<file path="src/rtl/clkreg_pkg.sv">
// Shared constants and field masks for the clock register window.
// Assumes eight registers of one byte each; offset 0 is century, 4 is day.
package clkreg_pkg;
    localparam int DATA_W   = 8;
    localparam int NREG     = 8;
    localparam int IDX_W    = $clog2(NREG);
    localparam int IDX_CENT = 0;
    localparam int IDX_DAY  = 4;

    // Bits of each register held in the user copy (hold bits kept separately)
    function automatic logic [DATA_W-1:0] keep_mask(input logic [IDX_W-1:0] idx);
        case (idx)
            3'd0:    keep_mask = 8'h3F;
            3'd1:    keep_mask = 8'hFF;
            3'd2:    keep_mask = 8'h7F;
            3'd3:    keep_mask = 8'h3F;
            3'd4:    keep_mask = 8'h47;
            3'd5:    keep_mask = 8'h3F;
            3'd6:    keep_mask = 8'h1F;
            default: keep_mask = 8'hFF;
        endcase
    endfunction
endpackage

</file>
<file path="src/rtl/clkreg_decode.sv">
// Bus cycle decoder: classifies the bus state into read and write and finds
// whether the address falls in the register window.
// Assumes the register window is the top NREG addresses of the space.
module clkreg_decode
    import clkreg_pkg::*;
#(
    parameter int ADDR_W = 15
) (
    input  logic              pwr_ok,
    input  logic              cs_n,
    input  logic              oe_n,
    input  logic              we_n,
    input  logic [ADDR_W-1:0] addr,
    output logic              rd_en,
    output logic              wr_en,
    output logic              reg_hit,
    output logic [IDX_W-1:0]  idx
);
    localparam int HI_W = ADDR_W - IDX_W;

    // Access qualification and window decode
    always_comb begin
        wr_en   = pwr_ok && !cs_n && !we_n;
        rd_en   = pwr_ok && !cs_n && !oe_n && we_n;
        reg_hit = (addr[ADDR_W-1:IDX_W] == {HI_W{1'b1}});
        idx     = addr[IDX_W-1:0];
    end
endmodule

</file>
<file path="src/rtl/clkreg_shadow.sv">
// User copy of the eight time registers plus the hold-for-read and
// hold-for-write bits. Refreshes from the counter on ticks while no hold bit
// is set, and issues one load strobe when hold-for-write is cleared.
// Assumes a host write to a byte wins over a refresh in the same cycle.
module clkreg_shadow
    import clkreg_pkg::*;
(
    input  logic                   clk,
    input  logic                   rst_n,
    input  logic                   reg_wr,
    input  logic [IDX_W-1:0]       idx,
    input  logic [DATA_W-1:0]      wdata,
    input  logic                   cnt_tick,
    input  logic [NREG*DATA_W-1:0] cnt_time,
    output logic [NREG*DATA_W-1:0] copy_flat,
    output logic                   w_hold,
    output logic                   r_hold,
    output logic                   ld_strobe,
    output logic [NREG*DATA_W-1:0] ld_time
);
    logic refresh;
    logic cent_wr;

    // Refresh only when neither hold is set and no load is in flight
    always_comb begin
        cent_wr = reg_wr && (idx == IDX_W'(IDX_CENT));
        refresh = cnt_tick && !w_hold && !r_hold && !ld_strobe;
    end

    for (genvar k = 0; k < NREG; k++) begin : g_byte
        logic [DATA_W-1:0] q;
        // One byte of the user copy: host write first, then counter refresh
        always_ff @(posedge clk) begin
            if (!rst_n)
                q <= '0;
            else if (reg_wr && (idx == IDX_W'(k)))
                q <= wdata & keep_mask(IDX_W'(k));
            else if (refresh)
                q <= cnt_time[k*DATA_W +: DATA_W] & keep_mask(IDX_W'(k));
        end
        assign copy_flat[k*DATA_W +: DATA_W] = q;
    end

    // Hold bits and the load strobe on a falling hold-for-write
    always_ff @(posedge clk) begin
        if (!rst_n) begin
            w_hold    <= 1'b0;
            r_hold    <= 1'b0;
            ld_strobe <= 1'b0;
        end else begin
            ld_strobe <= cent_wr && w_hold && !wdata[7];
            if (cent_wr) begin
                w_hold <= wdata[7];
                r_hold <= wdata[6];
            end
        end
    end

    assign ld_time = copy_flat;

    // the strobe never lasts two cycles
    p_strobe_single_r8: assert property (@(posedge clk) disable iff (!rst_n)
        ld_strobe |=> !ld_strobe);

    // a strobe follows a cycle with hold-for-write set and leaves it clear
    p_strobe_cause_r8: assert property (@(posedge clk) disable iff (!rst_n)
        ld_strobe |-> ($past(w_hold) && !w_hold));

    // with hold-for-read set and no host write the copy stays put
    p_frozen_r6: assert property (@(posedge clk) disable iff (!rst_n)
        (r_hold && !reg_wr) |=> $stable(copy_flat));

    // a tick during the strobe cycle leaves the copy alone
    p_strobe_prio_r9: assert property (@(posedge clk) disable iff (!rst_n)
        (ld_strobe && cnt_tick && !reg_wr) |=> $stable(copy_flat));
endmodule

</file>
<file path="src/rtl/clkreg_rdmux.sv">
// Read data selector: composes register bytes with hold and battery bits,
// or passes RAM data, and returns zero when the bus is not being read.
// Assumes purely combinational RAM read data.
module clkreg_rdmux
    import clkreg_pkg::*;
(
    input  logic [NREG*DATA_W-1:0] copy_flat,
    input  logic                   w_hold,
    input  logic                   r_hold,
    input  logic                   batt_ok,
    input  logic [IDX_W-1:0]       idx,
    input  logic                   reg_hit,
    input  logic                   rd_en,
    input  logic [DATA_W-1:0]      ram_rdata,
    output logic [DATA_W-1:0]      rdata
);
    logic [DATA_W-1:0] reg_byte;

    // Build the register byte and pick the source
    always_comb begin
        reg_byte = copy_flat[idx*DATA_W +: DATA_W];
        if (idx == IDX_W'(IDX_CENT))
            reg_byte[7:6] = {w_hold, r_hold};
        if (idx == IDX_W'(IDX_DAY))
            reg_byte[7] = batt_ok;
        if (!rd_en)
            rdata = '0;
        else if (reg_hit)
            rdata = reg_byte;
        else
            rdata = ram_rdata;
    end
endmodule

</file>
<file path="src/rtl/clkreg_window.sv">
// Clock register window: maps the eight time registers onto the top of a
// byte-wide address space, passes other addresses to a RAM port and keeps a
// user copy between the host and the counter block.
// Assumes the counter block loads ld_time on ld_strobe with priority over
// its own tick.
module clkreg_window
    import clkreg_pkg::*;
#(
    parameter int ADDR_W = 15
) (
    input  logic                   clk,
    input  logic                   rst_n,
    input  logic                   pwr_ok,
    input  logic                   batt_ok,
    input  logic                   cs_n,
    input  logic                   oe_n,
    input  logic                   we_n,
    input  logic [ADDR_W-1:0]      addr,
    input  logic [DATA_W-1:0]      wdata,
    output logic [DATA_W-1:0]      rdata,
    output logic                   dq_drive,
    output logic                   ram_we,
    output logic [ADDR_W-1:0]      ram_addr,
    output logic [DATA_W-1:0]      ram_wdata,
    input  logic [DATA_W-1:0]      ram_rdata,
    input  logic                   cnt_tick,
    input  logic [NREG*DATA_W-1:0] cnt_time,
    output logic                   ld_strobe,
    output logic [NREG*DATA_W-1:0] ld_time
);
    logic                   rd_en;
    logic                   wr_en;
    logic                   reg_hit;
    logic [IDX_W-1:0]       idx;
    logic                   reg_wr;
    logic [NREG*DATA_W-1:0] copy_flat;
    logic                   w_hold;
    logic                   r_hold;

    clkreg_decode #(.ADDR_W(ADDR_W)) i_decode (
        .pwr_ok  (pwr_ok),
        .cs_n    (cs_n),
        .oe_n    (oe_n),
        .we_n    (we_n),
        .addr    (addr),
        .rd_en   (rd_en),
        .wr_en   (wr_en),
        .reg_hit (reg_hit),
        .idx     (idx)
    );

    // Split writes between the register copy and the RAM port
    always_comb begin
        reg_wr    = wr_en && reg_hit;
        ram_we    = wr_en && !reg_hit;
        ram_addr  = addr;
        ram_wdata = wdata;
        dq_drive  = rd_en;
    end

    clkreg_shadow i_shadow (
        .clk       (clk),
        .rst_n     (rst_n),
        .reg_wr    (reg_wr),
        .idx       (idx),
        .wdata     (wdata),
        .cnt_tick  (cnt_tick),
        .cnt_time  (cnt_time),
        .copy_flat (copy_flat),
        .w_hold    (w_hold),
        .r_hold    (r_hold),
        .ld_strobe (ld_strobe),
        .ld_time   (ld_time)
    );

    clkreg_rdmux i_rdmux (
        .copy_flat (copy_flat),
        .w_hold    (w_hold),
        .r_hold    (r_hold),
        .batt_ok   (batt_ok),
        .idx       (idx),
        .reg_hit   (reg_hit),
        .rd_en     (rd_en),
        .ram_rdata (ram_rdata),
        .rdata     (rdata)
    );

    // nothing reaches the bus or the RAM while power is bad
    p_quiet_when_down_r4: assert property (@(posedge clk) disable iff (!rst_n)
        !pwr_ok |-> (!dq_drive && !ram_we));

    // the bus is never driven during a write
    p_no_drive_on_write_r3: assert property (@(posedge clk) disable iff (!rst_n)
        !we_n |-> !dq_drive);

    // a write goes to the RAM or to the registers, never both
    p_one_target_r1: assert property (@(posedge clk) disable iff (!rst_n)
        !(ram_we && reg_wr));
endmodule

</file>
<file path="config.mk">
export PLATFORM = sky130hd
export DESIGN_NAME = clkreg_window
export DESIGN_NICKNAME = d
export VERILOG_FILES = /design/src/rtl/clkreg_pkg.sv /design/src/rtl/clkreg_decode.sv /design/src/rtl/clkreg_shadow.sv /design/src/rtl/clkreg_rdmux.sv /design/src/rtl/clkreg_window.sv
export SDC_FILE = /design/constraint.sdc
export NUM_CORES = 1
export LEC_CHECK = 0
export BUFFER_PORTS_ARGS = -buffer_cell sky130_fd_sc_hd__buf_2
export CAP_MARGIN = 10
export CORE_ASPECT_RATIO = 1.5
export CORE_MARGIN = 8
export CORE_UTILIZATION = 49
export CTS_BUF_LIST = sky130_fd_sc_hd__clkbuf_16
export DETAILED_ROUTE_END_ITERATION = 10
export PLACE_DENSITY = 0.94
export SLEW_MARGIN = 20
export SYNTH_ARGS = -nofsm -noshare
export SYNTH_HDL_FRONTEND = slang
export SYNTH_HIERARCHICAL = 1
export SYNTH_SLANG_ARGS = --single-unit
</file>
<file path="constraint.sdc">
create_clock -name clk -period 5.19 [get_ports clk]
set_input_delay 0.7785 -clock clk [delete_from_list [all_inputs] [get_ports clk]]
set_output_delay 0.7785 -clock clk [all_outputs]
set_load 0.05 [all_outputs]
</file>
==> metrics.csv <==
metric;value;unit
syn_avg_cell_area;7.86;um2
cap_violations;0;
layout_common_cells;buf_2 (172), nand2_1 (102), o21ai_0 (55);
cts_tree;built;
placed_cell_area;3900;um2
gp_congestion;0.930;
p_per_area;268;nW/um2
p_leak;0.00193;uW
num_rows;39;
holdBufCountCts;0;
ir_worst_vdd;143;uV
hold_end;i_shadow/g_byte[5].q[0];
cts_buffer_depth;2;
yosys_warnings;6;
io_buffers;172;
slew_viol_final;0;
grt_util_all_layers;21.6;%
min_path_cells;2;
die-area;10800;um2
reg2reg_slack;3.61;ns
overflow;0;
slew_headroom;31.8;%
crit_path_start_kind;input pin;
die_x;87.4;um
place_inst;645;
root_buffer;clkbuf_16;
hpwl;9220;um
worstMarginPinSlew;1.02;ns
cp.required;4.41;ns
final_area;4030;um2
grt_pass1_vias;3546;
ctsResizeCount;0;
min_period;3.41;ns
crit_type;input pin to primary output;
fmax;293;MHz
cts_setup_buffers;0;
reg2regPathDepth;4;
diodes;0;
num_vias;3530;
setup_slack;1.78;ns
hold_violations;0;
hold_path.startpoint;i_shadow/g_byte[5].q[0];
synth_cells;477;
drive_gt1_share;36.4;%
postRouteWirelength;12200;um
fin_cells;652;
layout_commonest_cell;buf_2;
clock-sinks;53;
arrival;2.63;ns
grt_pass1_wl;18100;um
skew;0.00505;ns
htreeDepth;2;
pre_cts_slack;1.69;ns
io_pins;201;
drt-vias-per-instance;5.41;
reg2reg_to;i_shadow/g_byte[0].q[1];
clkTransAtPathRegs;0.07;ns
ant_nets;0;
area_growth;7.65;%
critPathCaptureType;primary output;
fin_crit_sh;65.7;%
drtIter0Drc;250;
clk_latency;0.29;ns
r2r_start;i_shadow/r_hold;
mappedNetlistArea;3750;um2
numCtsBuffers;5;
worstPathMaxFanout;38;
drc;0;
dieHeight;123;um
dr.pass1.iters;5;
min_path_type;register to register;
final_util;53.7;%
grt_max_degree;54;
status;finished clean;
tns;0;ns
core_area;7510;um2
setup_violations;0;
rsz0062_at_grt;false;
wl_per_cell;18.7;um
start_util;49.9;%
nNetsFinal;653;
antenna_found_initial;0;
==> flip-flops by register name, indices dropped and copies added, names as in the netlist <==
signal              flops
i_shadow/g_byte.q      50
i_shadow/ld_strobe      1
i_shadow/r_hold         1
i_shadow/w_hold         1
==> routing by layer <==
layer | global-route usage (%) | up-vias | share of wire [%]
li1 | - | 1696 | -
met1 | 24.6 | 1643 | 40
met2 | 38.7 | 172 | 51
met3 | 4.06 | 19 | 6.6
met4 | 8.00 | 0 | 2.5
met5 | 0 | - | 0
==> stage by stage <==
stage	hold WS, ns	total power, uW
2_1_floorplan	0.458	735
3_3_place_gp	0.470	767
3_5_place_dp	0.482	774
4_1_cts	0.492	1080
5_1_grt	0.515	1120
6_report	0.494	1080
==> critical path, cell delays in order <==
cell     delay (ns)
buf_2          0.67
mux2_2         0.32
o22ai_1        0.09
a221o_1        0.31
a21oi_1        0.15
buf_2          0.28
==> power by group <==
part	total, uW	switching [uW]	internal (uW)
clock	313	140	173
combinational	322	233	89.0
sequential	445	17.1	428
total	1080	391	690
==> worst max path at each step <==
stage | startpoint | to | slack, ns | cells past startpoint
after floorplan | addr[1] | rdata[7] | 1.94 | 5
after global placement | addr[10] | i_shadow/g_byte[0].q[5] | 1.83 | 7
after detailed placement | addr[4] | i_shadow/g_byte[0].q[1] | 1.69 | 7
after CTS | addr[0] | rdata[2] | 1.79 | 6
after global routing | addr[0] | rdata[1] | 1.66 | 6
final | addr[0] | rdata[2] | 1.78 | 6
==> cell type report <==
cell class | count | area (um2)
Clock buffer | 5 | 125
Clock inverter | 2 | 7.51
Fill cell | 763 | 3480
Multi-Input combinational cell | 316 | 1840
Sequential cell | 53 | 1060
Tap cell | 102 | 128
Timing Repair Buffer | 174 | 876
Power figures use the tool's default switching activity.
